### src/rtl/sinkdisc_pkg.sv
package sinkdisc_pkg;
  localparam int            BLK_BYTES     = 128;
  localparam logic [6:0]    EXT_CNT_OFF   = 7'd126;
  localparam logic [6:0]    LAST_OFF      = 7'd127;
  localparam logic [7:0]    EXT_TAG_CEA   = 8'h02;
  localparam logic [2:0]    DB_TAG_VENDOR = 3'd3;
  localparam logic [7:0]    COLL_START    = 8'd4;

  typedef enum logic [2:0] {
    ST_IDLE,
    ST_REQ,
    ST_CHECK,
    ST_DONE,
    ST_FAIL
  } fetch_st_t;
endpackage

### src/rtl/sd_hpd_filter.sv
module sd_hpd_filter #(
  parameter int LOW_MIN = 16
) (
  input  logic clk,
  input  logic rst_n,
  input  logic hpd_raw,
  output logic hpd_ok
);
  localparam int CW = $clog2(LOW_MIN + 1);

  logic          s1_q, s2_q;
  logic [CW-1:0] cnt_q, cnt_d;
  logic          lvl_q, lvl_d;

  always_ff @(posedge clk or negedge rst_n) begin
    if (!rst_n) begin
      s1_q <= 1'b0;
      s2_q <= 1'b0;
    end else begin
      s1_q <= hpd_raw;
      s2_q <= s1_q;
    end
  end

  always_comb begin
    cnt_d = cnt_q;
    lvl_d = lvl_q;
    if (s2_q) begin
      cnt_d = '0;
      lvl_d = 1'b1;
    end else if (cnt_q == CW'(LOW_MIN - 1)) begin
      lvl_d = 1'b0;
    end else begin
      cnt_d = cnt_q + 1'b1;
    end
  end

  always_ff @(posedge clk or negedge rst_n) begin
    if (!rst_n) begin
      cnt_q <= '0;
      lvl_q <= 1'b0;
    end else begin
      cnt_q <= cnt_d;
      lvl_q <= lvl_d;
    end
  end

  assign hpd_ok = lvl_q;

  AST_HPD_FALL_NEEDS_LOW: assert property (@(posedge clk) disable iff (!rst_n)
    $fell(hpd_ok) |-> (!s2_q && $past(!s2_q)));
  AST_HPD_HIGH_FOLLOWS: assert property (@(posedge clk) disable iff (!rst_n)
    s2_q |=> hpd_ok);
endmodule

### src/rtl/sd_block_scan.sv
module sd_block_scan
  import sinkdisc_pkg::*;
#(
  parameter logic [23:0] VSDB_ID = 24'h000C03
) (
  input  logic       clk,
  input  logic       rst_n,
  input  logic       byte_vld,
  input  logic [6:0] byte_off,
  input  logic [7:0] byte_dat,
  input  logic       in_ext,
  output logic       sum_ok,
  output logic       vsdb_hit
);
  logic [7:0] sum_q, sum_d;
  logic [7:0] nxt_q, nxt_d;
  logic [7:0] end_q, end_d;
  logic [6:0] base_q, base_d;
  logic       live_q, live_d;
  logic       hit_q, hit_d;

  logic [7:0] off8;
  logic [6:0] idx;
  logic [1:0] kk;
  logic       at_hdr;
  logic [7:0] want;

  assign off8   = {1'b0, byte_off};
  assign idx    = byte_off - base_q;
  assign kk     = idx[1:0] - 2'd1;
  assign want   = VSDB_ID[{kk, 3'b000} +: 8];
  assign at_hdr = (off8 == nxt_q) && (off8 >= COLL_START) && (off8 < end_q);

  always_comb begin
    sum_d  = sum_q;
    nxt_d  = nxt_q;
    end_d  = end_q;
    base_d = base_q;
    live_d = live_q;
    hit_d  = hit_q;
    if (byte_vld) begin
      sum_d = (byte_off == 7'd0) ? byte_dat : sum_q + byte_dat;
      if (byte_off == 7'd0) begin
        nxt_d  = COLL_START;
        end_d  = 8'd0;
        base_d = 7'd0;
        live_d = 1'b0;
        hit_d  = 1'b0;
      end else if (in_ext) begin
        if (byte_off == 7'd2) begin
          end_d = byte_dat;
        end else if (at_hdr) begin
          nxt_d  = off8 + {3'b000, byte_dat[4:0]} + 8'd1;
          base_d = byte_off;
          live_d = (byte_dat[7:5] == DB_TAG_VENDOR) && (byte_dat[4:0] >= 5'd3);
        end else if (live_q && idx >= 7'd1 && idx <= 7'd3) begin
          if (byte_dat != want) live_d = 1'b0;
          else if (idx == 7'd3) hit_d = 1'b1;
        end
      end
    end
  end

  always_ff @(posedge clk or negedge rst_n) begin
    if (!rst_n) begin
      sum_q  <= 8'd0;
      nxt_q  <= COLL_START;
      end_q  <= 8'd0;
      base_q <= 7'd0;
      live_q <= 1'b0;
      hit_q  <= 1'b0;
    end else begin
      sum_q  <= sum_d;
      nxt_q  <= nxt_d;
      end_q  <= end_d;
      base_q <= base_d;
      live_q <= live_d;
      hit_q  <= hit_d;
    end
  end

  assign sum_ok   = (sum_q == 8'd0);
  assign vsdb_hit = hit_q;

  AST_HIT_NEEDS_CANDIDATE: assert property (@(posedge clk) disable iff (!rst_n)
    $rose(hit_q) |-> $past(live_q));
  AST_HIT_ONLY_IN_EXT: assert property (@(posedge clk) disable iff (!rst_n)
    $rose(hit_q) |-> $past(in_ext));
endmodule

### src/rtl/sd_fetch_seq.sv
module sd_fetch_seq
  import sinkdisc_pkg::*;
#(
  parameter int MAX_RETRY = 2
) (
  input  logic       clk,
  input  logic       rst_n,
  input  logic       hpd_ok,
  output logic       rd_req,
  output logic [7:0] rd_addr,
  input  logic       rd_ack,
  input  logic [7:0] rd_data,
  output logic       byte_vld,
  output logic [6:0] byte_off,
  output logic       in_ext,
  input  logic       sum_ok,
  input  logic       vsdb_hit,
  output logic       caps_valid,
  output logic       caps_fail,
  output logic       sink_hdmi
);
  localparam int RW = $clog2(MAX_RETRY + 2);

  fetch_st_t     st_q, st_d;
  logic [7:0]    addr_q, addr_d;
  logic [RW-1:0] try_q, try_d;
  logic          extn_q, extn_d;
  logic          tag_q, tag_d;
  logic          hdmi_q, hdmi_d;

  always_comb begin
    st_d   = st_q;
    addr_d = addr_q;
    try_d  = try_q;
    extn_d = extn_q;
    tag_d  = tag_q;
    hdmi_d = hdmi_q;
    unique case (st_q)
      ST_IDLE: begin
        hdmi_d = 1'b0;
        if (hpd_ok) begin
          addr_d = 8'd0;
          try_d  = '0;
          st_d   = ST_REQ;
        end
      end
      ST_REQ: begin
        if (!hpd_ok) begin
          st_d = ST_IDLE;
        end else if (rd_ack) begin
          if (!addr_q[7] && addr_q[6:0] == EXT_CNT_OFF) extn_d = (rd_data != 8'd0);
          if (addr_q == 8'd128) tag_d = (rd_data == EXT_TAG_CEA);
          if (addr_q[6:0] == LAST_OFF) st_d = ST_CHECK;
          else addr_d = addr_q + 8'd1;
        end
      end
      ST_CHECK: begin
        if (!hpd_ok) begin
          st_d = ST_IDLE;
        end else if (!sum_ok) begin
          if (try_q == RW'(MAX_RETRY)) begin
            st_d = ST_FAIL;
          end else begin
            try_d  = try_q + 1'b1;
            addr_d = {addr_q[7], 7'd0};
            st_d   = ST_REQ;
          end
        end else if (!addr_q[7]) begin
          if (!extn_q) begin
            hdmi_d = 1'b0;
            st_d   = ST_DONE;
          end else begin
            addr_d = 8'd128;
            try_d  = '0;
            st_d   = ST_REQ;
          end
        end else begin
          hdmi_d = tag_q & vsdb_hit;
          st_d   = ST_DONE;
        end
      end
      ST_DONE, ST_FAIL: begin
        if (!hpd_ok) begin
          hdmi_d = 1'b0;
          st_d   = ST_IDLE;
        end
      end
      default: st_d = ST_IDLE;
    endcase
  end

  always_ff @(posedge clk or negedge rst_n) begin
    if (!rst_n) begin
      st_q   <= ST_IDLE;
      addr_q <= 8'd0;
      try_q  <= '0;
      extn_q <= 1'b0;
      tag_q  <= 1'b0;
      hdmi_q <= 1'b0;
    end else begin
      st_q   <= st_d;
      addr_q <= addr_d;
      try_q  <= try_d;
      extn_q <= extn_d;
      tag_q  <= tag_d;
      hdmi_q <= hdmi_d;
    end
  end

  assign rd_req     = (st_q == ST_REQ);
  assign rd_addr    = addr_q;
  assign byte_vld   = (st_q == ST_REQ) && rd_ack && hpd_ok;
  assign byte_off   = addr_q[6:0];
  assign in_ext     = addr_q[7];
  assign caps_valid = (st_q == ST_DONE);
  assign caps_fail  = (st_q == ST_FAIL);
  assign sink_hdmi  = hdmi_q;

  AST_NO_REQ_WITHOUT_HPD: assert property (@(posedge clk) disable iff (!rst_n)
    (st_q == ST_IDLE && !hpd_ok) |=> (st_q == ST_IDLE));
  AST_ABORT_ON_DROP: assert property (@(posedge clk) disable iff (!rst_n)
    $fell(hpd_ok) |=> (st_q == ST_IDLE));
  AST_BAD_SUM_NO_DONE: assert property (@(posedge clk) disable iff (!rst_n)
    (st_q == ST_CHECK && !sum_ok) |=> (st_q != ST_DONE));
  AST_RETRY_BOUND: assert property (@(posedge clk) disable iff (!rst_n)
    try_q <= RW'(MAX_RETRY));
  AST_ADDR_STEP: assert property (@(posedge clk) disable iff (!rst_n)
    (rd_req && rd_ack && hpd_ok && addr_q[6:0] != LAST_OFF) |=> (rd_addr == $past(rd_addr) + 8'd1));
  AST_HDMI_ONLY_VALID: assert property (@(posedge clk) disable iff (!rst_n)
    sink_hdmi |-> caps_valid);
endmodule

### src/rtl/sink_discovery_ctrl.sv
module sink_discovery_ctrl #(
  parameter int          HPD_LOW_MIN = 4096,
  parameter int          MAX_RETRY   = 2,
  parameter logic [23:0] VSDB_ID     = 24'h000C03
) (
  input  logic       clk,
  input  logic       rst_n,
  input  logic       hpd_in,
  output logic       ddc_rd_req,
  output logic [7:0] ddc_rd_addr,
  input  logic       ddc_rd_ack,
  input  logic [7:0] ddc_rd_data,
  output logic       pwr5v_en,
  output logic       caps_valid,
  output logic       caps_fail,
  output logic       sink_hdmi,
  output logic       safe_mode
);
  logic       rst_meta_q, rst_sync_q;
  logic       pwr_q;
  logic       hpd_ok;
  logic       byte_vld;
  logic [6:0] byte_off;
  logic       in_ext;
  logic       sum_ok;
  logic       vsdb_hit;

  always_ff @(posedge clk or negedge rst_n) begin
    if (!rst_n) begin
      rst_meta_q <= 1'b0;
      rst_sync_q <= 1'b0;
    end else begin
      rst_meta_q <= 1'b1;
      rst_sync_q <= rst_meta_q;
    end
  end

  always_ff @(posedge clk or negedge rst_sync_q) begin
    if (!rst_sync_q) pwr_q <= 1'b0;
    else             pwr_q <= 1'b1;
  end

  sd_hpd_filter #(.LOW_MIN(HPD_LOW_MIN)) u_hpd (
    .clk     (clk),
    .rst_n   (rst_sync_q),
    .hpd_raw (hpd_in),
    .hpd_ok  (hpd_ok)
  );

  sd_fetch_seq #(.MAX_RETRY(MAX_RETRY)) u_seq (
    .clk        (clk),
    .rst_n      (rst_sync_q),
    .hpd_ok     (hpd_ok),
    .rd_req     (ddc_rd_req),
    .rd_addr    (ddc_rd_addr),
    .rd_ack     (ddc_rd_ack),
    .rd_data    (ddc_rd_data),
    .byte_vld   (byte_vld),
    .byte_off   (byte_off),
    .in_ext     (in_ext),
    .sum_ok     (sum_ok),
    .vsdb_hit   (vsdb_hit),
    .caps_valid (caps_valid),
    .caps_fail  (caps_fail),
    .sink_hdmi  (sink_hdmi)
  );

  sd_block_scan #(.VSDB_ID(VSDB_ID)) u_scan (
    .clk      (clk),
    .rst_n    (rst_sync_q),
    .byte_vld (byte_vld),
    .byte_off (byte_off),
    .byte_dat (ddc_rd_data),
    .in_ext   (in_ext),
    .sum_ok   (sum_ok),
    .vsdb_hit (vsdb_hit)
  );

  assign pwr5v_en  = pwr_q;
  assign safe_mode = !caps_valid;

  AST_PWR_DURING_DDC: assert property (@(posedge clk) disable iff (!rst_sync_q)
    ddc_rd_req |-> pwr5v_en);
  AST_RESULT_EXCLUSIVE: assert property (@(posedge clk) disable iff (!rst_sync_q)
    !(caps_valid && caps_fail));
endmodule

### config.mk
export PLATFORM = sky130hd
export DESIGN_NAME = sink_discovery_ctrl
export DESIGN_NICKNAME = d
export VERILOG_FILES = /design/src/rtl/sinkdisc_pkg.sv /design/src/rtl/sd_hpd_filter.sv /design/src/rtl/sd_block_scan.sv /design/src/rtl/sd_fetch_seq.sv /design/src/rtl/sink_discovery_ctrl.sv
export SDC_FILE = /design/constraint.sdc
export NUM_CORES = 1
export LEC_CHECK = 0
export BUFFER_PORTS_ARGS = -buffer_cell sky130_fd_sc_hd__buf_2
export CORE_MARGIN = 2
export CORE_UTILIZATION = 62
export CTS_CLUSTER_DIAMETER = 80
export DETAILED_ROUTE_END_ITERATION = 16
export MAX_ROUTING_LAYER = met4
export PLACE_DENSITY = 0.81
export SYNTH_ARGS = -nofsm -noshare
export SYNTH_HDL_FRONTEND = slang
export SYNTH_SLANG_ARGS = --single-unit
### constraint.sdc
create_clock -name clk -period 2.7 [get_ports clk]
set_clock_uncertainty 0.15 [all_clocks]
set_input_delay 0.54 -clock clk [delete_from_list [all_inputs] [get_ports clk]]
set_output_delay 0.54 -clock clk [all_outputs]
set_load 0.01 [all_outputs]
# [Yosys cells after proc, flatten, opt, wreduce, memory -nomap -nowiden]
# Cells that the tools add are included.
[word_totals] out_inout_bits=14 word_cells=167 ff_bits=68
[classes] n_addsub=8 n_eq_ne=32 reduce_logical=37 mux=63 bitwise_logic=1 order_cmp=5 shifts=1
[ops] op="$mux W8" n=16
[ops] op="$mux W7" n=5
[ops] op="$mux W13" n=2
[ops] op="$mux W3" n=8
[ops] op="$pmux W8 S3" n=1
[ops] op="$shiftx A24 B6 Y8 const A" n=1
[ops] op="$mux W1" n=20
[ops] op="$add A8 B1 Y8 const B" n=2
[ops] op="$mux W2" n=8
[ops] op="$reduce_and A4 Y1" n=4
[ops] op="$eq A7 B2 Y1 const B" n=2
[ops] op="$eq A7 B7 Y1 const B" n=2
[ops] op="$reduce_and A7 Y1" n=2
[ops] op="$reduce_bool A2 Y1" n=7
[ops] op="$add A13 B1 Y13 const B" n=1
[ops] op="$eq A13 B12 Y1 const B" n=1
[ops] op="$ne A2 B1 Y1 const B" n=6
[ops] op="$pmux W3 S4" n=1
[ops] op="$reduce_bool A3 Y1" n=4
[ops] op="$ne A2 B2 Y1 const B" n=5
[ops] op="$reduce_and A5 Y1" n=2
[ops] op="$eq A3 B2 Y1 const B" n=3
[ops] op="$ne A3 B2 Y1 const B" n=3
[ops] op="$ne A3 B3 Y1 const B" n=3
[ops] op="30 further kinds" n=38

# [Logic depth before layout (Yosys ltp)]
[depth] word_depth=10 mapped_depth=11 depth_no_buf=10

# [Modules after synthesis]
# From an unflattened synthesis, not the netlist that was laid out.
[hier_totals] cells_unflattened=495 area_unflattened_um2=4533.1
[by_module_without_submodules] module="sd_block_scan" n_inst=1 area_per_inst_um2=2567.5 seq_area_each_um2=827.0 cells_each=296
[by_module_without_submodules] module="sd_fetch_seq" n_inst=1 area_per_inst_um2=1091.0 seq_area_each_um2=400.4 cells_each=122
[by_module_without_submodules] module="sd_hpd_filter" n_inst=1 area_per_inst_um2=792.0 seq_area_each_um2=400.4 cells_each=72
[by_module_without_submodules] module="sink_discovery_ctrl" n_inst=1 area_per_inst_um2=82.6 seq_area_each_um2=75.1 cells_each=5

# [Worst setup path before layout]
# No wires, ideal clock.
[synth_timing] path_kind="flip-flop to flip-flop" start="reg u_seq.addr_q[0] (netlist: u_seq.rd_addr[0])" end="reg u_scan.live_q" stages_incl_launch_ff=11 synth_period_minus_slack_ns=2.714 setup_slack_ns=-0.014 setup_time_ns=0.120 arrival_time_ns=2.444 n_path_buf=1 required_ns=2.430 path_cell_list="dfrtp_1 > clkbuf_1 > inv_1 > ha_1 > fa_1 > inv_1 > o2111ai_1 > nor4_1 > and4bb_1 > nand3_1 > a41o_1"
[synth_between] elab_chain_len=7
[synth_rtl] element="from (decl)" line="sd_fetch_seq.sv:25" rtl="logic [7:0] addr_q, addr_d;"
[synth_rtl] element="from (signal assigned)" line="sd_fetch_seq.sv:102" rtl="addr_q <= addr_d;"
[synth_rtl] element="branches (longest 7 deep; another with $sub A7 B7 Y7)"
[synth_rtl] element="to (signal assigned)" line="sd_block_scan.sv:77" rtl="live_q <= live_d;"
[synth_rtl] element="to (decl)" line="sd_block_scan.sv:19" rtl="logic live_q, live_d;"
# Several ways; the timed one is not identified. The select of a mux whose other input is x is not followed.
# A chain may end at the register's enable or synchronous reset.

# [Worst setup path in the final report]
[layout_timing] start="reg u_seq.addr_q[5] (netlist: u_seq.rd_addr[5])" end="reg u_scan.live_q"
[layout_between] elab_chain_len=7
[layout_rtl] element="branches (longest 7 deep; another with $sub A7 B7 Y7)"
# Several ways; the timed one is not identified. The select of a mux whose other input is x is not followed.

==> qor.yml <==
num_rows: 30
synth_top_cells_by_count: "dfrtp_1 (67), nor2_1 (42), nand2_1 (39), inv_1 (30), ha_1 (29)"
fill_cells: 517
fin_tns_setup_ns: 0
maxSlewViolCount: 0
slowest_delay_ns: 0.61
ys_seq_area_share_pct: 38.2
clk_path_buf_depth: 2
cts_htree_levels: 3
drt-vias-per-instance: 6.18
multi_input_area_mm2: 0.00256
synth_cell_types: 68
yosysWarnings: 0
final_util_pct: 72.2
antenna_found_initial: 0
fin_ws_ns: 0.105
area_growth_pct: 11.2
syn_area_mm2: 0.00446
hold_slack_ns: 0.138
synth_seq_cells: 68
cts_root_buffer: "clkbuf_8"
ant_nets: 0
vias: 3802
first_pass_iters: 4
slowest_stage: "dfrtp_1"
post-synth-top-count-cell: "dfrtp_1"
path_class: "flop to flop"
grtUsageTotal_pct: 30.2
min_path_type: "input port to flop"
antennaDiodeCount: 0
worstPathArrival_ns: 2.74
status: "finished, final reports clean"
power_density_mw_per_mm2: 905
regArea_mm2: 0.00170
first_global_vias: 3690
async_reset_ff_share_pct: 100
cts_buffers: 9
dp_worst_setup_slack_ns: 0.0897
grt_max_degree: 36
die_w_um: 88.8
crit_chain: "ha_1 -> nand4b_1 -> nand4_1 -> nor4b_1 -> o211ai_1 -> nor4_1 -> a41o_1"
post-route-min-period_ns: 2.60
synth_top_flop_cell: "dfrtp_1"
cp_max_fo: 11
io_buffers: 25
post_route_cells_drive_above_1_share_pct: 16.4
nNetsFinal: 559
synth_area_leaders: "dfrtp_1 (38%), ha_1 (8.1%), xnor2_1 (3.7%)"
final-setup-viol-count: 0
finalHoldViolations: 0
slew-limit-headroom_pct: 50.7
gp_congestion: 1.00
cp.required_ns: 2.85
ir_drop_mv: 0.359
synthCells: 478
yosysTopAreaCell: "dfrtp_1"
core_area_mm2: 0.00687
yosysTopAreaCellShare_pct: 37.6
remaining_drc_errors: 0
insertion_delay_ns: 0.36
fin_crit_sh_pct: 96.1
hpwl_um: 7740
clkSlewWorstSetupHoldPaths_ns: 0.08
worst_pin_slew_ns: 0.740
leakagePower_nw: 2.29
grt_first_pass_wirelength_um: 17300
num_io_pins: 26
crit_path_start_kind: "flop"
die_area_mm2: 0.00788
drtIter0Drc: 322
drt_wl_total_um: 10800
cts_tree: "built"
drv_cap: 0
cts.sinks: 68
start_util_pct: 64.9
syn_area_per_cell_um2: 9.33
cp-end-kind: "flop"
synth_edf_count: 0
cts_resized: 0
wl_per_cell_um: 17.6
die_y_um: 88.8
rsz0062_at_grt: "false"
fmax_mhz: 385
grt.overflow.total: 0
flip-flops by register name (all words and copies together), names as in the netlist, 2 cells and up:
register / count
u_hpd.cnt_q: 13
u_scan.nxt_q: 8
u_seq.rd_addr: 8
u_scan.sum_q: 8
u_scan.end_q: 8
u_seq.st_q: 3
u_scan.base_q: 7
u_seq.try_q: 2
where the power goes:
part / switching (mW) / leakage (nW) / internal (mW)
combinational: 1.16 / 1.32 / 0.960
sequential: 0.283 / 0.876 / 1.24
clock: 0.419 / 0.0990 / 0.423
total: 1.86 / 2.29 / 2.62
area by class of cell:
class / count / share of cell area (%)
inverters: 30 / 2.27
flip-flops and latches: 68 / 34.4
multi-input cells: 363 / 51.6
clock inverters: 6 / 1.34
well taps: 96 / 2.42
repair buffers: 43 / 5.55
clock buffers: 9 / 2.50
cells by family after synthesis:
logic type      after synthesis  synth area share, %
compound gates               95                 14.0
xor+xnor                     29                 5.70
fa+ha+maj                    32                 9.49
buf+inv                      48                 4.55
flops                        68                 38.2
mux                          19                 5.42
other cells                   1               0.0841
simple gates                186                 22.5
placed cells by master (no fill, tap or decap), types with 15 or more instances in the layout:
master / netlist / final
a21oi_1: 22 / 22
buf_2: 6 / 25
buf_4: 2 / 16
dfrtp_1: 67 / 66
ha_1: 29 / 29
inv_1: 30 / 30
nand2_1: 39 / 39
nand3_1: 23 / 23
nor2_1: 42 / 42
nor3_1: 15 / 15
o21ai_0: 25 / 25
xnor2_1: 19 / 19
stage by stage:
stage	power, mW	instance area [um2]	cells
after detailed placement	3.60	4760	599
after CTS	4.46	4960	615
after floorplan	3.05	4460	479
after global placement	3.50	4760	599
after global routing	4.79	4960	615
final	4.49	4960	615
repair_timing:
item / in CTS / in global routing
setup buffers: 0 / 0
hold endpoints to repair: 2 / 0
endpoints found under the setup margin: 0 / 0
hold buffers: 1 / 0
worst max-delay path: cells and delay by family, from the launching register on:
family | cells | cell delay [ns]
compound gates | 2 | 0.38
fa+ha+maj | 1 | 0.32
flops | 1 | 0.61
simple gates | 4 | 1.07
routing by layer:
metal	share of wire, %	wire (um)	global-route usage [%]	vias to the layer above
met4	2.6	276	12.1	0
met1	43	4680	37.9	1849
li1	-	-	-	1772
met5	0	0	-	-
met3	5.7	618	5.78	28
met2	48	5230	48.0	153
worst paths after layout:
path,cells past startpoint,endpoint,slack (ns),startpoint
hold reg to reg,0,u_scan.nxt_q[6],0.18,rst_sync_q
min in group asynchronous,0,u_scan.nxt_q[6],0.18,rst_sync_q
setup / recovery,7,u_scan.live_q,0.10,u_seq.rd_addr[5]
max in group asynchronous,1,u_scan.nxt_q[2],1.50,rst_sync_q
hold / removal,1,u_hpd.s1_q,0.14,hpd_in
setup reg to reg,7,u_scan.live_q,0.10,u_seq.rd_addr[5]
Power figures use the tool's default switching activity.
